File: config.mk
export PLATFORM = sky130hd
export DESIGN_NAME = adc_out_formatter
export DESIGN_NICKNAME = d
export VERILOG_FILES = /design/src/rtl/adc_fmt_pkg.sv /design/src/rtl/fmt_offset_sat.sv /design/src/rtl/fmt_lfsr.sv /design/src/rtl/fmt_pattern_gen.sv /design/src/rtl/fmt_coder.sv /design/src/rtl/adc_out_formatter.sv
export SDC_FILE = /design/constraint.sdc
export NUM_CORES = 1
export LEC_CHECK = 0
export CAP_MARGIN = 20
export CORE_MARGIN = 5
export CORE_UTILIZATION = 35
export CTS_BUF_LIST = sky130_fd_sc_hd__clkbuf_16
export CTS_CLUSTER_SIZE = 16
export DETAILED_ROUTE_END_ITERATION = 12
export PLACE_DENSITY_LB_ADDON = 0.25
export SYNTH_ARGS = -nofsm -noshare
export SYNTH_HDL_FRONTEND = slang
export SYNTH_SLANG_ARGS = --single-unit
export TNS_END_PERCENT = 5
File: constraint.sdc
create_clock -name clk -period 6.35 [get_ports clk]
set_input_delay 1.5875 -clock clk [delete_from_list [all_inputs] [get_ports clk]]
set_output_delay 1.5875 -clock clk [all_outputs]
set_load 0.02 [all_outputs]
File: src/rtl/adc_fmt_pkg.sv
// Package: shared encodings for the ADC output formatter.
// Assumes a two's-complement sample path; the enum values below are the
// register field encodings.
package adc_fmt_pkg;

    typedef enum logic [2:0] {
        TM_NORMAL   = 3'b000,
        TM_MIDSCALE = 3'b001,
        TM_POS_FS   = 3'b010,
        TM_NEG_FS   = 3'b011,
        TM_CHECKER  = 3'b100,
        TM_PN_LONG  = 3'b101,
        TM_PN_SHORT = 3'b110,
        TM_TOGGLE   = 3'b111
    } test_mode_e;

    typedef enum logic [1:0] {
        FMT_OFFBIN     = 2'b00,
        FMT_TWOS       = 2'b01,
        FMT_GRAY       = 2'b10,
        FMT_OFFBIN_ALT = 2'b11
    } out_fmt_e;

endpackage

File: src/rtl/fmt_offset_sat.sv
// Module: fmt_offset_sat
// Adds a sign-extended offset to a two's-complement sample and clamps the
// result to the sample range. Purely combinational.
module fmt_offset_sat #(
    parameter int DATA_W = 16,
    parameter int OFS_W  = 8
) (
    input  logic [DATA_W-1:0] sample,
    input  logic [OFS_W-1:0]  offset,
    output logic [DATA_W-1:0] result
);
    localparam int SUM_W = DATA_W + 1;
    localparam logic [DATA_W-1:0] MAX_POS = {1'b0, {(DATA_W-1){1'b1}}};
    localparam logic [DATA_W-1:0] MAX_NEG = {1'b1, {(DATA_W-1){1'b0}}};

    logic [SUM_W-1:0] sum;

    // Wide signed sum, then clamp when the two top bits disagree.
    always_comb begin
        sum = {sample[DATA_W-1], sample}
            + {{(SUM_W-OFS_W){offset[OFS_W-1]}}, offset};
        if (sum[SUM_W-1] != sum[SUM_W-2])
            result = sum[SUM_W-1] ? MAX_NEG : MAX_POS;
        else
            result = sum[DATA_W-1:0];
    end
endmodule

File: src/rtl/fmt_lfsr.sv
// Module: fmt_lfsr
// Fibonacci LFSR with two feedback taps (LEN and TAP). It reseeds to all ones
// on reset or while clr is high, and otherwise steps once per adv. The output
// word repeats the state bits cyclically to fill OUT_W.
module fmt_lfsr #(
    parameter int LEN   = 9,
    parameter int TAP   = 5,
    parameter int OUT_W = 16
) (
    input  logic             clk,
    input  logic             rst_n,
    input  logic             clr,
    input  logic             adv,
    output logic [OUT_W-1:0] word
);
    logic [LEN-1:0] state;

    // Reseed has priority over stepping.
    always_ff @(posedge clk) begin
        if (!rst_n || clr)
            state <= '1;
        else if (adv)
            state <= {state[LEN-2:0], state[LEN-1] ^ state[TAP-1]};
    end

    // Fill the output word by repeating the state.
    for (genvar i = 0; i < OUT_W; i++) begin : g_word
        assign word[i] = state[i % LEN];
    end
endmodule

File: src/rtl/fmt_pattern_gen.sv
// Module: fmt_pattern_gen
// Produces the test-pattern word for the selected mode. It holds the
// alternation phase and the two pseudo-noise generators, all stepped once
// per valid sample whatever the mode.
module fmt_pattern_gen
    import adc_fmt_pkg::*;
#(
    parameter int DATA_W    = 16,
    parameter int SHORT_LEN = 9,
    parameter int SHORT_TAP = 5,
    parameter int LONG_LEN  = 23,
    parameter int LONG_TAP  = 18
) (
    input  logic              clk,
    input  logic              rst_n,
    input  logic              adv,
    input  test_mode_e        mode,
    input  logic              clr_long,
    input  logic              clr_short,
    output logic [DATA_W-1:0] pattern
);
    localparam logic [DATA_W-1:0] MAX_POS = {1'b0, {(DATA_W-1){1'b1}}};
    localparam logic [DATA_W-1:0] MAX_NEG = {1'b1, {(DATA_W-1){1'b0}}};
    localparam logic [DATA_W-1:0] CHK_A   = {(DATA_W/2){2'b01}};

    logic              phase;
    logic [DATA_W-1:0] short_word;
    logic [DATA_W-1:0] long_word;

    // The alternation phase flips on every valid sample.
    always_ff @(posedge clk) begin
        if (!rst_n)
            phase <= 1'b0;
        else if (adv)
            phase <= ~phase;
    end

    fmt_lfsr #(.LEN(SHORT_LEN), .TAP(SHORT_TAP), .OUT_W(DATA_W)) u_pn_short (
        .clk(clk), .rst_n(rst_n), .clr(clr_short), .adv(adv), .word(short_word)
    );

    fmt_lfsr #(.LEN(LONG_LEN), .TAP(LONG_TAP), .OUT_W(DATA_W)) u_pn_long (
        .clk(clk), .rst_n(rst_n), .clr(clr_long), .adv(adv), .word(long_word)
    );

    // Pick the pattern word for the selected mode.
    always_comb begin
        unique case (mode)
            TM_MIDSCALE: pattern = '0;
            TM_POS_FS:   pattern = MAX_POS;
            TM_NEG_FS:   pattern = MAX_NEG;
            TM_CHECKER:  pattern = phase ? ~CHK_A : CHK_A;
            TM_PN_LONG:  pattern = long_word;
            TM_PN_SHORT: pattern = short_word;
            TM_TOGGLE:   pattern = phase ? '1 : '0;
            default:     pattern = '0;
        endcase
    end
endmodule

File: src/rtl/fmt_coder.sv
// Module: fmt_coder
// Recodes a two's-complement word as offset binary, two's complement or Gray
// code, then applies the optional inversion. Purely combinational.
module fmt_coder
    import adc_fmt_pkg::*;
#(
    parameter int DATA_W = 16
) (
    input  logic [DATA_W-1:0] word,
    input  out_fmt_e          fmt,
    input  logic              invert,
    output logic [DATA_W-1:0] coded
);
    localparam logic [DATA_W-1:0] SIGN_BIT = {1'b1, {(DATA_W-1){1'b0}}};

    logic [DATA_W-1:0] offbin;
    logic [DATA_W-1:0] pre_inv;

    // Select the coding, then invert if asked.
    always_comb begin
        offbin = word ^ SIGN_BIT;
        unique case (fmt)
            FMT_TWOS: pre_inv = word;
            FMT_GRAY: pre_inv = offbin ^ (offbin >> 1);
            default:  pre_inv = offbin;
        endcase
        coded = invert ? ~pre_inv : pre_inv;
    end
endmodule

File: src/rtl/adc_out_formatter.sv
// Module: adc_out_formatter (top)
// Chooses between the offset-corrected live sample and a test pattern,
// recodes the word and registers it with a valid flag. Assumes the control
// fields are steady while in_valid is high.
module adc_out_formatter
    import adc_fmt_pkg::*;
#(
    parameter int DATA_W    = 16,
    parameter int OFS_W     = 8,
    parameter int SHORT_LEN = 9,
    parameter int SHORT_TAP = 5,
    parameter int LONG_LEN  = 23,
    parameter int LONG_TAP  = 18
) (
    input  logic              clk,
    input  logic              rst_n,
    input  logic              in_valid,
    input  logic [DATA_W-1:0] in_data,
    input  logic [2:0]        test_mode,
    input  logic              pn_long_rst,
    input  logic              pn_short_rst,
    input  logic [OFS_W-1:0]  offset_adj,
    input  logic [1:0]        out_format,
    input  logic              out_invert,
    output logic              out_valid,
    output logic [DATA_W-1:0] out_data
);
    test_mode_e        mode;
    logic [DATA_W-1:0] corrected;
    logic [DATA_W-1:0] pattern;
    logic [DATA_W-1:0] source;
    logic [DATA_W-1:0] coded;

    assign mode = test_mode_e'(test_mode);

    fmt_offset_sat #(.DATA_W(DATA_W), .OFS_W(OFS_W)) u_offset (
        .sample(in_data), .offset(offset_adj), .result(corrected)
    );

    fmt_pattern_gen #(
        .DATA_W(DATA_W), .SHORT_LEN(SHORT_LEN), .SHORT_TAP(SHORT_TAP),
        .LONG_LEN(LONG_LEN), .LONG_TAP(LONG_TAP)
    ) u_pattern (
        .clk(clk), .rst_n(rst_n), .adv(in_valid), .mode(mode),
        .clr_long(pn_long_rst), .clr_short(pn_short_rst), .pattern(pattern)
    );

    // A test pattern, when one is selected, replaces the live sample.
    assign source = (mode == TM_NORMAL) ? corrected : pattern;

    fmt_coder #(.DATA_W(DATA_W)) u_coder (
        .word(source), .fmt(out_fmt_e'(out_format)), .invert(out_invert),
        .coded(coded)
    );

    // Output register: capture on valid, hold otherwise.
    always_ff @(posedge clk) begin
        if (!rst_n) begin
            out_valid <= 1'b0;
            out_data  <= '0;
        end else begin
            out_valid <= in_valid;
            if (in_valid)
                out_data <= coded;
        end
    end
endmodule


# Yosys cells after proc, flatten, opt, wreduce, memory -nomap -nowiden
# Index checks and enable logic that the tools add are counted.
totals:
  word_cells: 33
  out_inout_bits: 17
  ff_bits: 50
op_classes:
  reduce_logical: 4
  add_sub_neg: 1
  n_bitwise: 6
  eq_ne: 9
  n_mux: 8
ops:
  columns: ["op", "n"]
  rows:
  - ["16-bit two-way mux", 6]
  - ["16-bit one-hot mux with 6 select lines", 1]
  - ["16-bit one-hot mux with 2 select lines", 1]
  - ["16-bit by 8-bit adder with 17-bit output", 1]
  - ["16-bit inverter", 1]
  - ["16-bit by 15-bit bitwise XOR with 16-bit output", 1]
  - ["3-bit == test, second input constant", 4]
  - ["3-bit by 2-bit == test with 1-bit output, second input constant", 2]
  - ["3-bit zero test", 1]
  - ["2-bit by 1-bit == test with 1-bit output, second input constant", 1]
  - ["2-bit == test, second input constant", 1]
  - ["1-bit logical OR", 2]
  - ["1-bit inverter", 2]
  - ["1-bit bitwise XOR", 2]
  - ["1-bit zero test", 1]
  - ["1-bit != test", 1]

# Depth between registers and ports, before layout
# Gate-level depths: netlist of the first run.
logic_depth:
  word_depth: 9
  depth_mapped: 12
  depth_no_buf: 11

# Modules after synthesis
# From an unflattened synthesis of the first run, not the netlist that was laid out.
unflattened:
  cells_unflattened: 582
  hier_area_um2: 4879.7
by_module_without_submodules:
  columns: ["module", "cells_each", "area_per_inst_um2", "n_inst", "seq_area_each_um2"]
  rows:
  - ["fmt_offset_sat", 185, 1365.1, 1, 0.0]
  - ["fmt_lfsr at u_pattern.u_pn_long", 92, 979.7, 1, 460.4]
  - ["adc_out_formatter", 71, 830.8, 1, 340.3]
  - ["fmt_pattern_gen", 104, 658.1, 1, 20.0]
  - ["fmt_coder", 92, 635.6, 1, 0.0]
  - ["fmt_lfsr at u_pattern.u_pn_short", 38, 410.4, 1, 180.2]

# Worst setup path before layout of the first run
# Ideal clock, no wire load.
synth_timing:
  kind: "input-to-reg"
  from: "in in_data[1]"
  to: "reg out_data[9]"
  slack_ns: 1.515
  required_ns: 6.225
  setup_ns: 0.125
  cell_stages: 11
  arrival_ns: 4.710
  path_cell_list: "ha_1 > a211o_1 > a2111o_1 > and4_4 > or3_1 > buf_6 > and3_4 > a221o_1 > or3_1 > and4b_1 > o41a_1"
synth_between:
  elab_chain_len: 8
  elab_cells_between_ends: 9
  cone_classes: "1 x add/sub; 1 x eq/ne; 5 x mux; 2 x bitwise"
synth_rtl:
  columns: ["element", "line_no", "rtl"]
  rows:
  - ["start: declaration", "adc_out_formatter.sv:18", "input logic [DATA_W-1:0] in_data,"]
  - ["16-bit by 8-bit adder with 17-bit output *", "fmt_offset_sat.sv:21", "+ {{(SUM_W-OFS_W){offset[OFS_W-1]}}, offset};"]
  - ["16-bit two-way mux / 1-bit != test (equally long branches)", "fmt_offset_sat.sv:23, fmt_offset_sat.sv:22", null]
  - ["16-bit two-way mux *", "fmt_offset_sat.sv:22", "if (sum[SUM_W-1] != sum[SUM_W-2])"]
  - ["16-bit two-way mux *", "adc_out_formatter.sv:49", "assign source = (mode == TM_NORMAL) ? corrected : pattern;"]
  - ["16-bit by 15-bit bitwise XOR with 16-bit output", "fmt_coder.sv:24", "FMT_GRAY: pre_inv = offbin ^ (offbin >> 1);"]
  - ["16-bit one-hot mux with 2 select lines *", "fmt_coder.sv:22", "unique case (fmt)"]
  - ["16-bit inverter", "fmt_coder.sv:27", "coded = invert ? ~pre_inv : pre_inv;"]
  - ["16-bit two-way mux *", "fmt_coder.sv:27", null]
  - ["end signal: assignment", "adc_out_formatter.sv:64", "out_data <= coded;"]
  - ["end: declaration", "adc_out_formatter.sv:26", "output logic [DATA_W-1:0] out_data"]
# Every way passes the cells marked *; elsewhere a longest branch is shown, timed or not.
# A chain may end at the register's enable or synchronous reset.

# Worst setup path in the final report of the first run
layout_timing:
  from: "in offset_adj[7]"
  to: "reg out_data[9]"
layout_between:
  elab_chain_len: 8
  elab_cells_between_ends: 9
  cone_classes: "1 x add/sub; 1 x eq/ne; 5 x mux; 2 x bitwise"
layout_rtl:
  columns: ["element", "line_no", "rtl"]
  rows:
  - ["start: declaration", "adc_out_formatter.sv:22", "input logic [OFS_W-1:0] offset_adj,"]
  - ["16-bit by 8-bit adder with 17-bit output *", "fmt_offset_sat.sv:21", null]
  - ["16-bit two-way mux / 1-bit != test (equally long branches)", "fmt_offset_sat.sv:23, fmt_offset_sat.sv:22", null]
  - ["16-bit two-way mux *", "fmt_offset_sat.sv:22", null]
  - ["16-bit two-way mux *", "adc_out_formatter.sv:49", null]
  - ["16-bit by 15-bit bitwise XOR with 16-bit output", "fmt_coder.sv:24", null]
  - ["16-bit one-hot mux with 2 select lines *", "fmt_coder.sv:22", null]
  - ["16-bit inverter", "fmt_coder.sv:27", null]
  - ["16-bit two-way mux *", "fmt_coder.sv:27", null]
# Marked as above.

==> results.cfg, run 1 <==
[sta]
setup_viol = 0
min_period_ns = 5.50
worst_slack_ns = 0.850
finalSetupTns_ns = 0
maxSlewHeadroom = 0.479
tightest_slew_ns = 0.775
slew_violations = 0
skew_ns = 0.00582
whs_ns = 0.476
fmaxAchievable_mhz = 182
rsz0062_at_grt = no
period_share = 0.866
hold_violations = 0

[worst_setup_path]
crit_path_start = offset_adj[7]
endpoint_kind = flop
r2r_cells = 8
worstPathRequired_ns = 6.53
crit_path_cell_trace = clkdlybuf4s50_1 -> ha_1 -> a21o_1 -> a2111oi_0 -> a22o_2 -> a31oi_1 -> buf_4 -> o31a_2 -> a221o_1 -> or3_1 -> and4b_1 -> o41a_1
worstPathMaxFanout = 14
path_class = in2reg
arrival_ns = 5.68
crit_end = out_data[9]
crit_slowest_cell = clkdlybuf4s50_1
worstReg2RegEnd = out_data[2]
worstSetupStartpointType = input pin
r2r-start = u_pattern.phase
regToRegSetupSlack_ns = 3.46
slowest_delay_ns = 0.67

[floorplanning]
row_count = 39
fp.dieW_um = 117
die_h_um = 117
io_pins = 52
die-area_um2 = 13600
start_util = 0.352
coreArea_um2 = 11300

[drt]
vias_per_cell = 5.83
initialDrtViolationCount = 255
dr.pass1.iters = 5
ant_nets = 0
dr_total_vias = 3861
wl_per_cell_um = 16.6
routed_wl_mm = 11.0
drc = 0

[cells_and_area]
fin_nets = 572
diodes = 0
final_cells = 662
stdcell_area_um2 = 4660
drive_gt1_frac = 0.0771
areaGrowthSynthToFinish_pct = 17.2

[synth]
avgSynthCellArea_um2 = 8.22
ys_types = 75
yosysWarnings = 0
syn_area_um2 = 3970
yosysSeqAreaShare = 0.252
synth_area_leaders = dfxtp_1, mux2i_1, ha_1
yosys.area.top_type = dfxtp_1
synth_top_cell_area_share = 0.252
async_flop_share = 0
syn_inst = 483
synth_common_cells = nand2_1, dfxtp_1, mux2i_1
syn_nets = 537
yosys_most_used_dff = dfxtp_1
ys_ff_latch = 50
synth_most_common_cell = nand2_1
synth_edf_count = 0

[placement]
dp_cells = 654
dp_slack_ns = 0.554
dp_hpwl_mm = 8.48
place_area_um2 = 4500
io_buffers = 51
place_congestion = 0.923

[clock_network]
cts_buffers = 5
clock_sinks = 50
htreeDepth = 2
cts_buffer_depth = 2
cts_setup_buffers = 0
hold_buffers = 0
cts.clk_slew.worst_paths_ns = 0.07
cts_tree = yes
cts_resized = 0
clk_latency_ns = 0.29
cts_root_buf = clkbuf_16

[job]
max_cap_viol_count = 0

[power]
power_density_nw_per_um2 = 202
leakage_nw = 1.83
vdd_ir_drop_max_mv = 0.106

[grt]
antenna_found_initial = 0
grt_pass1_wl_mm = 18.2
grt_max_degree = 48
grt_pass1_vias = 3685
grt.overflow.total = 0
grtUsageTotal = 0.164

[hold_path]
hold_class = reg2reg

[status]
status = complete, no violations
==> registers in the layout, summed over array words and instances (netlist names) <==
signal	count
out_valid	1
u_pattern.u_pn_long.state	23
u_pattern.u_pn_short.state	9
u_pattern.phase	1
out_data	16
==> cell families after synthesis <==
kind of cell,synth area share
and+or+nand+nor,0.225
AOI/OAI and AO/OA,0.278
adders and majority gates,0.0617
DFF,0.252
buffers and inverters,0.0595
muxes,0.0888
xor gates and xnor gates,0.0353
==> how the worst min path moves through the flow <==
stage | depth (start not counted) | end | start
floorplan | 2 | u_pattern.u_pn_long.state[16] | u_pattern.u_pn_long.state[16]
global route | 2 | u_pattern.u_pn_long.state[22] | u_pattern.u_pn_long.state[21]
CTS | 2 | u_pattern.u_pn_long.state[22] | u_pattern.u_pn_long.state[21]
finish | 2 | u_pattern.u_pn_long.state[22] | u_pattern.u_pn_long.state[21]
global placement | 2 | u_pattern.u_pn_long.state[20] | u_pattern.u_pn_long.state[20]
detailed placement | 2 | u_pattern.u_pn_long.state[22] | u_pattern.u_pn_long.state[21]
==> critical path: cells and delay by family <==
family                     cells  cell delay (ns)
and+or+nand+nor                2             0.57
buffers and inverters          2             0.88
adders and majority gates      1             0.36
AOI/OAI and AO/OA              7             2.28
==> layout by cell type (no fill, tap or decap), types with 7 or more instances in the layout <==
cell type	synthesis	layout
nand2_1	60	60
nand4_1	8	8
or3_1	9	9
ha_1	18	18
mux2i_1	33	33
nand3_1	19	19
a221o_1	8	8
a21oi_1	29	29
a221oi_1	7	7
xnor2_1	11	11
nor2_1	21	21
clkdlybuf4s50_1	0	50
a31oi_1	10	10
dfxtp_1	50	50
nor3_1	8	8
inv_1	13	13
o21ai_0	24	24
==> stage by stage <==
step / utilization / total power, mW
CTS: 0.413 / 0.946
global placement: 0.399 / 0.662
floorplan: - / 0.568
detailed placement: 0.399 / 0.665
global route: 0.413 / 0.993
finish: 0.413 / 0.942
==> per-layer routing <==
metal  share of wire  vias up  global-route usage
li1                -     1916                   -
met1            0.47     1808               0.220
met2            0.48      123               0.282
met3           0.048       14              0.0238
met4           0.010        0              0.0298
met5               0        -                   0
==> power by group <==
part | switching [mW] | internal [mW] | total, mW
logic | 0.189 | 0.139 | 0.328
clock network | 0.128 | 0.151 | 0.280
registers | 0.00778 | 0.327 | 0.334
total | 0.325 | 0.617 | 0.942
==> layout make-up <==
type | count | area [µm²]
Inverter | 14 | 52.6
Fill cell | 1163 | 6620
Sequential cell | 50 | 1000
Multi-Input combinational cell | 392 | 2740
Timing Repair Buffer | 55 | 536
Tap cell | 143 | 179
Clock buffer | 5 | 125
Clock inverter | 3 | 28.8
Note: power is estimated with default switching activity, not from simulation.
==> run 2, diff against run 1 <==
==> constraint.sdc (replaced) <==
create_clock -name clk -period 6.3 [get_ports clk]
set_input_delay 1.575 -clock clk [delete_from_list [all_inputs] [get_ports clk]]
set_output_delay 1.575 -clock clk [all_outputs]
set_load 0.02 [all_outputs]
==> run 2 against run 1 <==
Against the previous run:
- wire length down 2.4%
- critical path depth did not move
- non-clock buffer count did not move
- sequential share of layout area did not move
- register-to-register slack worse by 0.04 ns
- clock-buffer cell count unchanged
- sequential cell count unchanged
- via count up 0.13%
- final area unchanged
- global-route usage shrank 0.59 points
- die area stayed put
- final cell count stayed put
- critical path type unchanged
- critical endpoint is now out_data[0]
- highest routed layer unchanged
==> results.cfg, run 2 (synthesis results as in run 1) <==
[grt]
antenna_found_initial = 0
grt_max_degree = 48
grt.met2_usage = 0.264
grtUsageMet1 = 0.210
grt.busiest_layer = met2
grtUsageTotal = 0.158
met3_usage = 0.0332
grt.overflow.total = 0
grt_pass1_vias = 3594
grt_pass1_wl_mm = 17.5

[hold_path]
holdPathStages = 2
hold_class = reg2reg
holdCritStartpoint = u_pattern.u_pn_long.state[21]
hold_path_end = u_pattern.u_pn_long.state[21]

[drt]
dr_total_vias = 3866
initialDrtViolationCount = 202
routed_wl_mm = 10.7
vias_per_cell = 5.84
dr.pass1.iters = 5
ant_nets = 0
drc = 0
wl_per_cell_um = 16.1

[sta]
setup_viol = 0
fmaxAchievable_mhz = 183
min_period_ns = 5.46
hold_violations = 0
skew_ns = 0.00533
rsz0062_at_grt = no
finalSetupTns_ns = 0
tightest_slew_ns = 0.758
worst_slack_ns = 0.837
maxSlewHeadroom = 0.491
period_share = 0.867
slew_violations = 0

[worst_setup_path]
slowest_delay_ns = 0.66
path_class = in2reg
path_buf_inv = 2
crit_family = compound AO/OA/AOI/OAI gates
worstPathRequired_ns = 6.48
crit_path_start = offset_adj[7]
crit_slowest_cell = clkdlybuf4s50_1
worstPathMaxFanout = 14
r2r_cells = 8
arrival_ns = 5.65
cp.depth = 12
r2r-start = u_pattern.phase
worstReg2RegEnd = out_data[2]
crit_path_cell_trace = clkdlybuf4s50_1 -> ha_1 -> a21o_1 -> a2111oi_0 -> a22o_2 -> a31oi_1 -> buf_4 -> o31a_2 -> a221oi_1 -> nand3_1 -> and4_1 -> a311o_1
worstSetupStartpointType = input pin
regToRegSetupSlack_ns = 3.42
endpoint_kind = flop

[cells_and_area]
final_util = 0.413
top_regs = u_pattern.u_pn_long.state x23, out_data x16, u_pattern.u_pn_short.state x9
drive_gt1_frac = 0.0771
regMostFlops = u_pattern.u_pn_long.state
final_common_cell = nand2_1
areaGrowthSynthToFinish_pct = 17.2
diodes = 0
stdcell_area_um2 = 4660
fin_nets = 572
final_cell_mix = nand2_1, clkdlybuf4s50_1, dfxtp_1, mux2i_1, a21oi_1
fillers = 1169
largest_reg_flops = 23

[floorplanning]
io_pins = 52
row_count = 39
fp.dieW_um = 117
start_util = 0.352
coreArea_um2 = 11300
die-area_um2 = 13600
die_h_um = 117

[clock_network]
cts_buffer_depth = 2
hold_buffers = 0
clock_sinks = 50
clk_latency_ns = 0.30
cts_tree = yes
cts_setup_buffers = 0
htreeDepth = 2
cts_buffers = 5
cts.clk_slew.worst_paths_ns = 0.07
cts_resized = 0
cts_root_buf = clkbuf_16

[placement]
place_congestion = 0.889
place_area_um2 = 4500
dp_slack_ns = 0.559
io_buffers = 51
dp_hpwl_mm = 8.27

[power]
leakage_nw = 1.83
vdd_ir_drop_max_mv = 0.0987
power_mw = 0.943
power_density_nw_per_um2 = 202
combPwrFrac = 0.348
p_sw_mw = 0.322
internal_power_mw = 0.621
seq_power_share = 0.358
p_sw_frac = 0.341
clockPowerShare = 0.294

[status]
status = complete, no violations

[job]
max_cap_viol_count = 0
run 2: cell types whose count changed in the layout (fill, tap and decap cells not counted), sizes merged:
cell,before,now
clkinv,2,3
inv,15,14
run 2: how the worst max path moves through the flow:
stage                     slack, ns          end
after floorplan                1.48  out_data[9]
after global placement         0.71  out_data[2]
after detailed placement       0.56  out_data[9]
after CTS                      0.86  out_data[9]
after global routing           0.59  out_data[0]
final                          0.84  out_data[0]
run 2: stage by stage:
stage / std cells / hold WS (ns)
CTS: 662 / 0.482
global route: 662 / 0.509
finish: 662 / 0.474
global placement: 654 / 0.457
floorplan: 483 / 0.441
detailed placement: 654 / 0.463
run 2: area by class of cell:
class | count | area, µm² | share of cell area
Clock buffer | 5 | 125 | 0.0269
Clock inverter | 3 | 28.8 | 0.00618
Inverter | 14 | 52.6 | 0.0113
Multi-Input combinational cell | 392 | 2740 | 0.587
Sequential cell | 50 | 1000 | 0.215
Tap cell | 143 | 179 | 0.0384
Timing Repair Buffer | 55 | 536 | 0.115
run 2: metal layers:
metal  part of all wire  up-vias
li1                   -     1915
met1               0.46     1840
met2               0.47       99
met3              0.053       12
met4              0.012        0
met5                  0        -
run 2: worst register-to-register path, cell delays in order (launching register included):
cell and delay [ns]:
dfxtp_1 0.43, inv_1 0.14, nor3_1 0.65, a21oi_1 0.07, o21ai_0 0.26, a221o_1 0.27, or3b_2 0.48, and4_1 0.20
a311o_1 0.26
run 2: power groups by stage:
stage	clock, mW	combinational, mW	sequential [mW]
2_1_floorplan	0	0.215	0.357
3_3_place_gp	0	0.322	0.344
3_5_place_dp	0	0.324	0.344
4_1_cts	0.286	0.326	0.337
5_1_grt	0.303	0.358	0.339
6_report	0.277	0.328	0.337
